===== src/rtl/llk_pkg.sv =====
package llk_pkg;
  typedef enum logic {
    DIR_DOWN = 1'b0,
    DIR_UP   = 1'b1
  } llk_dir_e;
endpackage


===== src/rtl/llk_line_front.sv =====
module llk_line_front #(
  parameter int CNT_W = 11
) (
  input  logic             clk,
  input  logic             rst_n,
  input  logic             line_sq,
  input  logic [CNT_W-1:0] sil_lim,
  output logic             rise,
  output logic             meas_start,
  output logic             line_stop,
  output logic             abort,
  output logic             unlocked
);
  localparam logic [CNT_W-1:0] ONE = 1;

  logic             line_q;
  logic             half_q, half_d;
  logic             unl_q, unl_d;
  logic [CNT_W-1:0] sil_q, sil_d;

  assign rise       = line_sq & ~line_q;
  assign meas_start = rise & ~half_q;
  assign line_stop  = rise & half_q;
  assign abort      = ~rise & (sil_q == sil_lim);
  assign unlocked   = unl_q;

  always_comb begin
    half_d = half_q ^ rise;
    sil_d  = sil_q;
    unl_d  = unl_q;
    if (rise) begin
      sil_d = '0;
      unl_d = 1'b0;
    end else if (sil_q == sil_lim) begin
      unl_d = 1'b1;
    end else begin
      sil_d = sil_q + ONE;
    end
  end

  always_ff @(posedge clk or negedge rst_n) begin
    if (!rst_n) begin
      line_q <= 1'b0;
      half_q <= 1'b0;
      sil_q  <= '0;
      unl_q  <= 1'b0;
    end else begin
      line_q <= line_sq;
      half_q <= half_d;
      sil_q  <= sil_d;
      unl_q  <= unl_d;
    end
  end

  assert_relock_R8: assert property (@(posedge clk) disable iff (!rst_n)
    rise |=> !unlocked);
  assert_lock_loss_R8: assert property (@(posedge clk) disable iff (!rst_n)
    abort |=> unlocked);
endmodule


===== src/rtl/llk_est_win.sv =====
module llk_est_win #(
  parameter int DIV_W = 8
) (
  input  logic             clk,
  input  logic             rst_n,
  input  logic             start,
  input  logic             abort,
  input  logic [DIV_W-1:0] div,
  output logic             est_open,
  output logic             est_close
);
  localparam logic [DIV_W-1:0] ONE     = 1;
  localparam logic [DIV_W+1:0] LEN_ONE = 1;

  logic             open_q, open_d;
  logic             pre_q, pre_d;
  logic             half_q, half_d;
  logic [DIV_W-1:0] rc_q, rc_d;
  logic             rc_wrap;

  assign rc_wrap   = pre_q & (rc_q == div - ONE);
  assign est_close = open_q & rc_wrap & half_q;
  assign est_open  = open_q;

  always_comb begin
    open_d = open_q;
    pre_d  = pre_q;
    rc_d   = rc_q;
    half_d = half_q;
    if (abort) begin
      open_d = 1'b0;
    end else if (start) begin
      open_d = 1'b1;
      pre_d  = 1'b0;
      rc_d   = '0;
      half_d = 1'b0;
    end else if (open_q) begin
      pre_d = ~pre_q;
      if (pre_q) rc_d = rc_wrap ? '0 : rc_q + ONE;
      if (rc_wrap) half_d = ~half_q;
      if (est_close) open_d = 1'b0;
    end
  end

  always_ff @(posedge clk or negedge rst_n) begin
    if (!rst_n) begin
      open_q <= 1'b0;
      pre_q  <= 1'b0;
      half_q <= 1'b0;
      rc_q   <= '0;
    end else begin
      open_q <= open_d;
      pre_q  <= pre_d;
      half_q <= half_d;
      rc_q   <= rc_d;
    end
  end

  // Independent length counter used only by the window-length check.
  logic [DIV_W+1:0] len_q;
  always_ff @(posedge clk or negedge rst_n) begin
    if (!rst_n)      len_q <= '0;
    else if (start)  len_q <= '0;
    else if (open_q) len_q <= len_q + LEN_ONE;
  end

  assert_est_len_R3: assert property (@(posedge clk) disable iff (!rst_n)
    est_close |-> (len_q + LEN_ONE) == {div, 2'b00});
endmodule


===== src/rtl/llk_phase.sv =====
module llk_phase
  import llk_pkg::*;
(
  input  logic clk,
  input  logic rst_n,
  input  logic start,
  input  logic line_stop,
  input  logic abort,
  input  logic est_open,
  input  logic est_close,
  output logic corr_pulse,
  output logic dir_up
);
  logic     lo_q, lo_d;
  llk_dir_e dir_q, dir_d;

  assign corr_pulse = lo_q ^ est_open;
  assign dir_up     = (dir_q == DIR_UP);

  always_comb begin
    lo_d = lo_q;
    if (abort)          lo_d = 1'b0;
    else if (start)     lo_d = 1'b1;
    else if (line_stop) lo_d = 1'b0;
    dir_d = dir_q;
    if (lo_q && line_stop && est_open && !est_close) dir_d = DIR_UP;
    else if (lo_q && est_close && !line_stop)        dir_d = DIR_DOWN;
  end

  always_ff @(posedge clk or negedge rst_n) begin
    if (!rst_n) begin
      lo_q  <= 1'b0;
      dir_q <= DIR_DOWN;
    end else begin
      lo_q  <= lo_d;
      dir_q <= dir_d;
    end
  end

  assert_dir_hold_R5: assert property (@(posedge clk) disable iff (!rst_n)
    (!lo_q && !est_open) |=> $stable(dir_up));
  assert_pulse_end_R9: assert property (@(posedge clk) disable iff (!rst_n)
    abort |=> !corr_pulse);
endmodule


===== src/rtl/llk_trim.sv =====
module llk_trim #(
  parameter int TRIM_W = 8
) (
  input  logic              clk,
  input  logic              rst_n,
  input  logic              step_en,
  input  logic              up,
  output logic [TRIM_W-1:0] trim
);
  localparam logic [TRIM_W-1:0] TMAX = '1;
  localparam logic [TRIM_W-1:0] TMID = {1'b1, {(TRIM_W-1){1'b0}}};
  localparam logic [TRIM_W-1:0] ONE  = 1;

  logic [TRIM_W-1:0] trim_q, trim_d;

  assign trim = trim_q;

  always_comb begin
    trim_d = trim_q;
    if (step_en) begin
      if (up) trim_d = (trim_q == TMAX) ? trim_q : trim_q + ONE;
      else    trim_d = (trim_q == '0)   ? trim_q : trim_q - ONE;
    end
  end

  always_ff @(posedge clk or negedge rst_n) begin
    if (!rst_n) trim_q <= TMID;
    else        trim_q <= trim_d;
  end

  assert_no_wrap_up_R7: assert property (@(posedge clk) disable iff (!rst_n)
    (step_en && up && trim == TMAX) |=> trim == TMAX);
  assert_no_wrap_dn_R7: assert property (@(posedge clk) disable iff (!rst_n)
    (step_en && !up && trim == '0) |=> trim == '0);
endmodule


===== src/rtl/line_lock_cmp.sv =====
module line_lock_cmp #(
  parameter int DIV_W  = 8,
  parameter int TRIM_W = 8
) (
  input  logic              clk,
  input  logic              rst_n,
  input  logic              line_sq,
  input  logic [DIV_W-1:0]  est_div,
  output logic [TRIM_W-1:0] trim,
  output logic              corr_pulse,
  output logic              dir_up,
  output logic              unlocked
);
  localparam int CNT_W = DIV_W + 3;

  logic [1:0]       rst_ff;
  logic             rst_sync_n;
  logic [CNT_W-1:0] sil_lim;
  logic             rise, meas_start, line_stop, abort;
  logic             est_open, est_close;

  always_ff @(posedge clk or negedge rst_n) begin
    if (!rst_n) rst_ff <= 2'b00;
    else        rst_ff <= {rst_ff[0], 1'b1};
  end
  assign rst_sync_n = rst_ff[1];

  // Silence limit: two expected line periods of 4*est_div cycles.
  assign sil_lim = {est_div, 3'b000};

  llk_line_front #(.CNT_W(CNT_W)) u_front (
    .clk(clk), .rst_n(rst_sync_n), .line_sq(line_sq), .sil_lim(sil_lim),
    .rise(rise), .meas_start(meas_start), .line_stop(line_stop),
    .abort(abort), .unlocked(unlocked)
  );

  llk_est_win #(.DIV_W(DIV_W)) u_est (
    .clk(clk), .rst_n(rst_sync_n), .start(meas_start), .abort(abort),
    .div(est_div), .est_open(est_open), .est_close(est_close)
  );

  llk_phase u_phase (
    .clk(clk), .rst_n(rst_sync_n), .start(meas_start), .line_stop(line_stop),
    .abort(abort), .est_open(est_open), .est_close(est_close),
    .corr_pulse(corr_pulse), .dir_up(dir_up)
  );

  llk_trim #(.TRIM_W(TRIM_W)) u_trim (
    .clk(clk), .rst_n(rst_sync_n), .step_en(corr_pulse & ~unlocked),
    .up(dir_up), .trim(trim)
  );

  assert_freeze_R9: assert property (@(posedge clk) disable iff (!rst_sync_n)
    unlocked |=> $stable(trim));
endmodule


===== config.mk =====
export PLATFORM = sky130hd
export DESIGN_NAME = line_lock_cmp
export DESIGN_NICKNAME = d
export VERILOG_FILES = /design/src/rtl/llk_pkg.sv /design/src/rtl/llk_line_front.sv /design/src/rtl/llk_est_win.sv /design/src/rtl/llk_phase.sv /design/src/rtl/llk_trim.sv /design/src/rtl/line_lock_cmp.sv
export SDC_FILE = /design/constraint.sdc
export NUM_CORES = 1
export LEC_CHECK = 0
export BUFFER_PORTS_ARGS = -buffer_cell sky130_fd_sc_hd__buf_2
export CAP_MARGIN = 20
export CELL_PAD_IN_SITES_DETAIL_PLACEMENT = 0
export CELL_PAD_IN_SITES_GLOBAL_PLACEMENT = 1
export CORE_ASPECT_RATIO = 1.75
export CORE_MARGIN = 5
export CORE_UTILIZATION = 50
export CTS_CLUSTER_SIZE = 16
export DETAILED_ROUTE_END_ITERATION = 6
export PLACE_DENSITY = 0.9
export REMOVE_ABC_BUFFERS = 1
export SYNTH_ARGS = -nofsm -noshare
export SYNTH_HDL_FRONTEND = slang
export SYNTH_HIERARCHICAL = 1
export SYNTH_SLANG_ARGS = --single-unit

===== constraint.sdc =====
create_clock -name clk -period 2.5 [get_ports clk]
set_input_delay 0.25 -clock clk [delete_from_list [all_inputs] [get_ports clk]]
set_output_delay 0.25 -clock clk [all_outputs]
set_load 0.1 [all_outputs]

Word level (Yosys, flattened, before mapping)

Cells that the tools add are included.

$add $sub $neg: 5
Equality and inequality tests: 6
Mux-type cells: 25
Bitwise gates (word level): 17
Reductions and logical operators: 18

Operator list:

| operator                                               | count |
|---|---|
| two-way mux 8 bit                                      | 7 |
| two-way mux 11 bit                                     | 2 |
| adder 8 x 1 -> 8 bit (second input constant)           | 2 |
| two-way mux 1 bit                                      | 16 |
| subtractor 8 x 1 -> 8 bit (second input constant)      | 2 |
| adder 11 x 1 -> 11 bit (second input constant)         | 1 |
| equality test 11 bit                                   | 1 |
| nonzero test 2 bit                                     | 5 |
| AND reduction 3 bit                                    | 3 |
| AND 1 bit                                              | 8 |
| equality test 8 bit                                    | 1 |
| equality test 8 bit (second input constant)            | 1 |
| zero test 8 bit                                        | 1 |
| NOT 1 bit                                              | 7 |
| logical AND 1 bit                                      | 5 |
| inequality test 2 bit (second input constant)          | 2 |
| nonzero test 3 bit                                     | 1 |
| zero test 1 bit                                        | 2 |
| inequality test 2 x 1 -> 1 bit (second input constant) | 1 |
| AND reduction 2 bit                                    | 1 |
| XOR 1 bit                                              | 2 |

Flip-flop bits (word level): 37
Bits of input ports: 11
Output and inout bits: 11
Logic and storage cells: 83

Longest topological paths before layout

Gate-level depths: netlist of the first run.

Word-level depth: 9
Depth in mapped cells: 10
Depth with buffers taken out: 10

Hierarchy

The synthesis of the first run kept the hierarchy.

Modules (own cells, without submodules):

| module         | times used | cells each | area each (µm²) | seq. area each (µm²) |
|---|---|---|---|---|
| llk_line_front | 1          | 83         | 820.8           | 350.3 |
| llk_est_win    | 1          | 94         | 804.5           | 275.3 |
| llk_trim       | 1          | 59         | 623.1           | 201.4 |
| llk_phase      | 1          | 9          | 100.1           | 50.0 |
| line_lock_cmp  | 1          | 5          | 71.3            | 50.0 |

Worst setup path before layout of the first run

Ideal clock, no wire load.

Kind: register to register
From: register u_phase.lo_q
To: register u_trim.trim_q[1], in the netlist u_trim/trim[1]
Library setup time: 127 ps
Data arrival time: 2835 ps
Data required time: 2373 ps
Slack: -462 ps
Cell stages (with the launch flop): 6
Buffers on the path: 1
Period minus slack after synthesis: 2962 ps
Cell sequence: dfrtp_1 > xor2_1 > nor2b_4 > and3_1 > buf_6 > mux2_4

Longest elaborated chain between the ends: 3

Ends and longest elaborated chain:

| element                              | line                | text |
|---|---|---|
| from (decl)                          | llk_phase.sv:14     | `logic lo_q, lo_d;` |
| from (signal assigned)               | llk_phase.sv:35     | `lo_q <= lo_d;` |
| XOR 1 bit                            | llk_phase.sv:17     | `assign corr_pulse = lo_q ^ est_open;` |
| net corr_pulse                       | line_lock_cmp.sv:10 | `output logic corr_pulse,` |
| AND 1 bit                            | line_lock_cmp.sv:49 | `.clk(clk), .rst_n(rst_sync_n), .step_en(corr_pulse & ~unlocked),` |
| AND reduction 3 bit (no source line) | -                   |  |
| to (signal assigned)                 | llk_trim.sv:28      | `else trim_q <= trim_d;` |
| to (decl)                            | llk_trim.sv:14      | `logic [TRIM_W-1:0] trim_q, trim_d;` |

The timed path passes the listed nets, and every way through them passes these cells.
A chain may end at the register's enable or synchronous reset.

Final worst setup path of the first run

From: register u_phase.dir_q, in the netlist u_phase/dir_up
To: register u_trim.trim_q[6], in the netlist u_trim/trim[6]

Longest elaborated chain between the ends: 2
Elaborated cells between the ends (all ways): 4
Classes of those cells: eq/ne (2); mux (1); reduce/logical (1)

Ends and longest elaborated chain:

| element                                | line            | text |
|---|---|---|
| from (decl)                            | llk_phase.sv:15 | `llk_dir_e dir_q, dir_d;` |
| from (signal assigned)                 | llk_phase.sv:36 | `dir_q <= dir_d;` |
| inequality test 2 bit (no source line) | -               |  |
| AND reduction 3 bit (no source line)   | -               |  |

Several ways; a longest one is shown, not always the timed one.

==> results of run 1 <==
-- report_power, final --
| group | switching [uW] | internal (uW) | total [uW] |
|---|---|---|---|
| registers | 223 | 763 | 987 |
| clock network | 231 | 299 | 530 |
| logic | 1000 | 503 | 1510 |
| total | 1460 | 1560 | 3020 |
-- worst min path at each step --
stage             from  cells past startpoint  slack (ns)              to
6_report       line_sq                      1        0.08  u_front/line_q
5_1_grt        line_sq                      1        0.08  u_front/line_q
4_1_cts        line_sq                      1        0.07  u_front/line_q
3_5_place_dp     rst_n                      1        0.04       rst_ff[0]
3_3_place_gp     rst_n                      1        0.04       rst_ff[1]
2_1_floorplan    rst_n                      0       -0.05       rst_ff[0]
-- metrics by stage --
step	hold slack [ns]	setup slack, ns	cells	TNS [ns]
after global placement	0.0355	0.189	329	0
after floorplan	-0.0456	-0.567	249	-3.92
final	0.0762	0.334	338	0
after detailed placement	0.0412	0.117	329	0
after CTS	0.0689	0.254	338	0
after global routing	0.0770	0.0887	338	0
-- worst register-to-register path, cell delays in order (launching register included) --
cell	delay (ns)
dfrtp_1	0.39
inv_1	0.23
ha_1	0.34
a21o_1	0.23
a311o_1	0.38
a21oi_2	0.16
xnor2_1	0.07
mux2_4	0.25
-- cells by family after synthesis --
kind of cell,count (synthesis),share of synthesized area [%]
simple gates,96,23.0
compound gates,51,13.8
flops,37,38.3
xor+xnor,36,13.0
fa+ha+maj,12,6.51
buf+inv,11,2.17
mux,5,2.90
other cells,2,0.310
-- cells in the final DEF (no fill, tap or decap), types with 9 or more instances in the layout --
cell type / netlist / routed
ha_1: 11 / 11
dfrtp_1: 36 / 36
a21oi_1: 18 / 18
nand2_1: 19 / 19
buf_2: 0 / 21
nor2_1: 19 / 19
or3_1: 9 / 9
xnor2_1: 28 / 28
nand3_1: 10 / 10
-- flip-flops by register name, indices dropped and copies added, names as in the netlist --
signal and count:
u_est/pre_q 1, rst_ff 2, u_front/line_q 1, u_est/est_open 1, u_front/unlocked 1, u_front/half_q 1
u_est/rc_q 8, u_phase/lo_q 1, u_est/half_q 1, u_trim/trim 8, u_front/sil_q 11, u_phase/dir_up 1
-- repair_timing --
item                                    in CTS  in global routing
hold buffers                                 1                  0
resized for setup                            0                  1
hold endpoints to repair                     2                  0
endpoints found under the setup margin       0                  1
-- Yosys cell counts, types with 2 or more instances --
cell type  number  area, um^2
xor2_1          8        70.1
or3_1           9        56.3
inv_1           8        30.0
a211oi_1        2        15.0
o31ai_1         5        37.5
xnor2_1        28         245
nand3_1        10        50.1
nand4_2         3        37.5
nand2_1        19        71.3
nor3_1          3        15.0
nor4_1          2        12.5
and3_1          5        31.3
mux2_4          4        60.1
and2_1          2        12.5
nand4_1         5        31.3
a21o_1          4        30.0
or4_1           4        30.0
nor2b_1         4        25.0
o211ai_1        2        15.0
o21ai_0         8        40.0
nand2b_1        2        12.5
ha_1           11         138
conb_1          2        7.51
nor3_4          2        32.5
dfrtp_1        36         901
a21oi_1        18        90.1
nor2_1         19        71.3
-- final cells by class --
cell class,instances,area share (%)
multi-input combinational,204,52.7
sequential,37,33.6
timing repair buffer,29,6.08
clock buffer,5,2.50
tap,52,2.36
clock inverter,3,1.68
inverter,8,1.09
-- per-layer routing --
| layer | wire length (um) | track usage [%] |
|---|---|---|
| met5 | 0 | 0 |
| met4 | 91 | 6.37 |
| met3 | 147 | 2.97 |
| met2 | 2690 | 30.9 |
| met1 | 2160 | 19.9 |
==> reports/qor.yml, run 1 <==
cells_and_area:
  antenna_cells: 0
  fin_nets: 308
  layout.area.seq_um2: 927
  nFillCells: 423
  drive_gt1_share_pct: 18.9
  fin_area_um2: 2760
  post-route-util_pct: 58.6
  multi_input_area_um2: 1450
  area_growth_pct: 14.0
setup_path:
  start_kind: "flop"
  r2r-end: "u_trim/trim[6]"
  worstSetupPathType: "flop to flop"
  critPathTopFamily: "compound AO/OA/AOI/OAI gates"
  worst_r2r_startpoint: "u_phase/dir_up"
  critPathBufInv: 1
  cp_slowest_cell: "dfrtp_1"
  crit_path_end_kind: "flop"
  arrival_ns: 2.34
  crit_end: "u_trim/trim[6]"
  slowest_delay_ns: 0.39
  path_max_fanout: 7
  cp_cell_sequence: "inv_1 > ha_1 > a21o_1 > a311o_1 > a21oi_2 > xnor2_1 > mux2_4"
  cp.depth: 7
  rrSetupSlack_ns: 0.33
  worstPathRequired_ns: 2.68
  crit_start: "u_phase/dir_up"
  worst_r2r_path_depth: 7
placed_design:
  post-dp-hpwl_um: 3820
  gp_congestion: 0.830
  port_buffers: 21
  placed_area_um2: 2630
run:
  cap_violations: 0
logic_synthesis:
  ys_types: 52
  synth_warnings: 6
  synth_seq_cells: 37
  ys_seq_area_share_pct: 38.3
  async_reset_ff_share_pct: 100
  syn_inst: 250
  synth_edf_count: 0
  avgSynthCellArea_um2: 9.68
  syn_area_um2: 2420
  dominantRegCellSynth: "dfrtp_1"
floorplan:
  dieArea_um2: 6390
  core_area_um2: 4710
  rows: 33
  die_x_um: 62.6
  ios: 22
  die_y_um: 102
  initial_core_util_pct: 51.4
route:
  postRouteAntennaNets: 0
  first_iter_violations: 63
  wl_per_cell_um: 15.0
  wirelength_um: 5080
  vias: 1921
  first_pass_iters: 4
  routed_via_density: 5.68
  drc: 0
clocking:
  cts_tree: "built"
  post-cts-setup-buffer-count: 0
  tritoncts.num_buffers: 5
  clk_pin_slew_ns: 0.08
  cts_sinks: 37
  root_buffer: "clkbuf_8"
  h-tree-depth: 2
  cts_buffer_depth: 2
  clkLatencyLatePin_ns: 0.29
timing:
  fin_crit_sh_pct: 86.7
  slew_headroom_pct: 56.4
  finalSetupViolations: 0
  final_max_slew_viol_count: 0
  fmax_mhz: 462
  fin_crit_ns: 2.17
  hold_viol: 0
  rsz0062_at_grt: "no"
  tightest_slew_ns: 0.651
  skew_ns: 0.00875
global_routing:
  overflow: 0
  antenna_found_initial: 0
  grt_max_degree: 36
  grt_pass1_vias: 1892
  grt_first_pass_wirelength_um: 8730
  grt_use_total_pct: 17.0
power_and_ir_drop:
  power_density_nw_per_um2: 1100
  p_leak_uw: 0.00124
  power_uw: 3020
  peakVddDrop_v: 0.00104
min_path:
  min_path_type: "input port to flop"
outcome:
  status: "finished clean"
Note: power is estimated with default switching activity, not from simulation.
==> run 2: changes to the inputs <==
--- a/config.mk
+++ b/config.mk
@@ -9,7 +9,6 @@
 export CAP_MARGIN = 20
 export CELL_PAD_IN_SITES_DETAIL_PLACEMENT = 0
 export CELL_PAD_IN_SITES_GLOBAL_PLACEMENT = 1
-export CORE_ASPECT_RATIO = 1.75
 export CORE_MARGIN = 5
 export CORE_UTILIZATION = 50
 export CTS_CLUSTER_SIZE = 16
==> constraint.sdc (replaced) <==
create_clock -name clk -period 2.5 [get_ports clk]
set_input_delay 0.5 -clock clk [delete_from_list [all_inputs] [get_ports clk]]
set_output_delay 0.5 -clock clk [all_outputs]
set_load 0.1 [all_outputs]
==> reports/qor.yml, run 2 (synthesis results as in run 1) <==
floorplan:
  ios: 22  # unchanged
  rows: 25  # was 33
  dieArea_um2: 6330  # was 6390 um^2
  initial_core_util_pct: 51.2  # was 51.4%
  core_area_um2: 4720  # was 4710 um^2
  die_x_um: 79.6  # was 62.6 um
  die_y_um: 79.6  # was 102 um
timing:
  hold_viol: 0  # unchanged
  setup_ws_ns: 0.232  # was 0.334 ns
  rsz0062_at_grt: "no"  # unchanged
  finalSetupViolations: 0  # unchanged
  skew_ns: 0.00926  # was 0.00875 ns
  fin_crit_sh_pct: 90.7  # was 86.7%
  fin_crit_ns: 2.27  # was 2.17 ns
  whs_ns: 0.0234  # was 0.0762 ns
  fmax_mhz: 441  # was 462 MHz
  final_max_slew_viol_count: 0  # unchanged
setup_path:
  crit_start: "est_div[0]"  # was u_phase/dir_up
  worst_r2r_startpoint: "u_trim/trim[0]"  # was u_phase/dir_up
  slowest_delay_ns: 0.37  # was 0.39 ns
  start_kind: "input port"  # was flop
  worstSetupPathType: "input port to flop"  # was flop to flop
  cp_slowest_cell: "or3_1"  # was dfrtp_1
  arrival_ns: 2.45  # was 2.34 ns
  r2r-end: "u_trim/trim[6]"  # unchanged
  critPathBufInv: 2  # was 1
  path_max_fanout: 3  # was 7
  cp_cell_sequence: "buf_2 > inv_1 > ha_1 > nor2b_1 > or3_1 > a31oi_2 > nand4_2 > nor2_1 > and3_1 > and4b_1 > a211o_1"  # was inv_1 > ha_1 > a21o_1 > a311o_1 > a21oi_2 > xnor2_1 > mux2_4
  worstPathRequired_ns: 2.68  # about the same
  crit_end: "u_phase/dir_up"  # was u_trim/trim[6]
  rrSetupSlack_ns: 0.35  # was 0.33 ns
  critPathTopFamily: "simple AND/OR/NAND/NOR gates"  # was compound AO/OA/AOI/OAI gates
  worst_r2r_path_depth: 6  # was 7
  cp.depth: 11  # was 7
  crit_path_end_kind: "flop"  # unchanged
power_and_ir_drop:
  power_frac_seq_pct: 31.8  # was 32.6%
  intPower_uw: 1670  # was 1560 uW
  power_density_nw_per_um2: 1100  # about the same
  sw_frac_of_total_pct: 46.4  # was 48.2%
  peakVddDrop_v: 0.00135  # was 0.00104 V
  combPwrFrac_pct: 48.0  # was 49.8%
  clockPowerShare_pct: 20.2  # was 17.5%
  power.switching_uw: 1450  # was 1460 uW
  power_uw: 3120  # was 3020 uW
  p_leak_uw: 0.00127  # was 0.00124 uW
route:
  wl_per_cell_um: 14.0  # was 15.0 um
  drc: 0  # unchanged
  wirelength_um: 4990  # was 5080 um
  routed_via_density: 5.45  # was 5.68
  first_pass_iters: 4  # unchanged
  vias: 1944  # was 1921
  postRouteAntennaNets: 0  # unchanged
  first_iter_violations: 112  # was 63
cells_and_area:
  top_register: "u_front/sil_q"  # unchanged
  layout_common_cells: "dfrtp_1, xnor2_1, buf_2, nand2_1, nor2_1"  # unchanged
  fin_nets: 312  # was 308
  antenna_cells: 0  # unchanged
  layout.area.seq_um2: 927  # unchanged
  multi_input_area_um2: 1450  # about the same
  final_common_cell: "dfrtp_1"  # unchanged
  area_growth_pct: 16.7  # was 14.0%
  nFillCells: 402  # was 423
  drive_gt1_share_pct: 19.7  # was 18.9%
  instances_no_fill: 357  # was 338
  largest_reg_flops: 11  # unchanged
global_routing:
  antenna_found_initial: 0  # unchanged
  overflow: 0  # unchanged
  grt_max_degree: 35  # was 36
  grt_first_pass_wirelength_um: 8790  # was 8730 um
  grt_pass1_vias: 1932  # was 1892
  grt_use_total_pct: 17.5  # was 17.0%
min_path:
  min_path_type: "flop to async pin"  # was input port to flop
outcome:
  status: "finished clean"  # unchanged
placed_design:
  port_buffers: 21  # unchanged
  dp_slack_ns: -0.0567  # was 0.117 ns
  post-dp-hpwl_um: 3730  # was 3820 um
  place_inst: 348  # was 329
  gp_congestion: 0.789  # was 0.830
clocking:
  clk_pin_slew_ns: 0.08  # about the same
  clkLatencyLatePin_ns: 0.29  # about the same
  tritoncts.num_buffers: 5  # unchanged
  cts_sinks: 37  # unchanged
  h-tree-depth: 2  # unchanged
  ctsResizeCount: 0  # unchanged
  cts_tree: "built"  # unchanged
  cts_buffer_depth: 2  # unchanged
  root_buffer: "clkbuf_8"  # unchanged
run:
  cap_violations: 0  # unchanged
-- run 2: changes by cell type in the layout (fill, tap and decap cells not counted), sizes merged --
cell / before / now
clkinv: 1 / 0
clkinvlp: 1 / 0
bufinv: 1 / 2
buf: 28 / 32
inv: 8 / 9
-- run 2: per-layer routing --
layer / part of all wire, % / global-route usage (%)
met1: 46 / 21.7
met4: 1.4 / 5.67
met2: 48 / 30.3
met3: 4.1 / 3.39
met5: 0 / 0
-- run 2: worst min-delay path by stage --
stage | slack [ns] | endpoint | cells past startpoint
final | 0.02 | u_front/line_q | 0
after global routing | 0.04 | u_front/line_q | 0
after CTS | 0.03 | u_front/line_q | 0
after detailed placement | 0.02 | u_front/line_q | 0
after global placement | 0.007 | u_front/line_q | 0
after floorplan | 0.20 | rst_ff[0] | 0
-- run 2: worst register-to-register path, delay by kind of cell (launching register included) --
family	cells	cell delay, ns
flip-flops	1	0.50
AO/OA/AOI/OAI	3	0.72
XOR/XNOR	1	0.07
multiplexers	1	0.25
adder cells (fa/ha/maj)	1	0.50
-- run 2: layout make-up --
type / count / area share (%)
repair buffers: 33 / 7.00
clock inverters: 3 / 2.44
flip-flops and latches: 37 / 32.8
inverters: 8 / 1.06
well taps: 67 / 2.97
multi-input cells: 204 / 51.3
clock buffers: 5 / 2.44
-- run 2: what timing repair did --
action,4_1_cts,5_1_grt
setup buffers,0,0
endpoints found under the setup margin,0,0
hold endpoints to repair,2,0
hold buffers,1,0
-- run 2: through the flow --
step / utilization, % / instance area, um^2 / setup TNS [ns]
final: 59.8 / 2820 / 0
after global routing: 59.8 / 2820 / 0
after CTS: 59.8 / 2820 / 0
after detailed placement: 56.7 / 2680 / -0.0567
after global placement: 56.7 / 2680 / 0
after floorplan: - / 2400 / -3.92
-- run 2: power groups by stage --
stage               logic [uW]  clock network [uW]  registers, uW
finish                    1500                 631            992
floorplan                  787                   0           1430
CTS                       1510                 648            991
detailed placement        1500                   0           1000
global placement          1480                   0            989
global route              1610                 670           1020
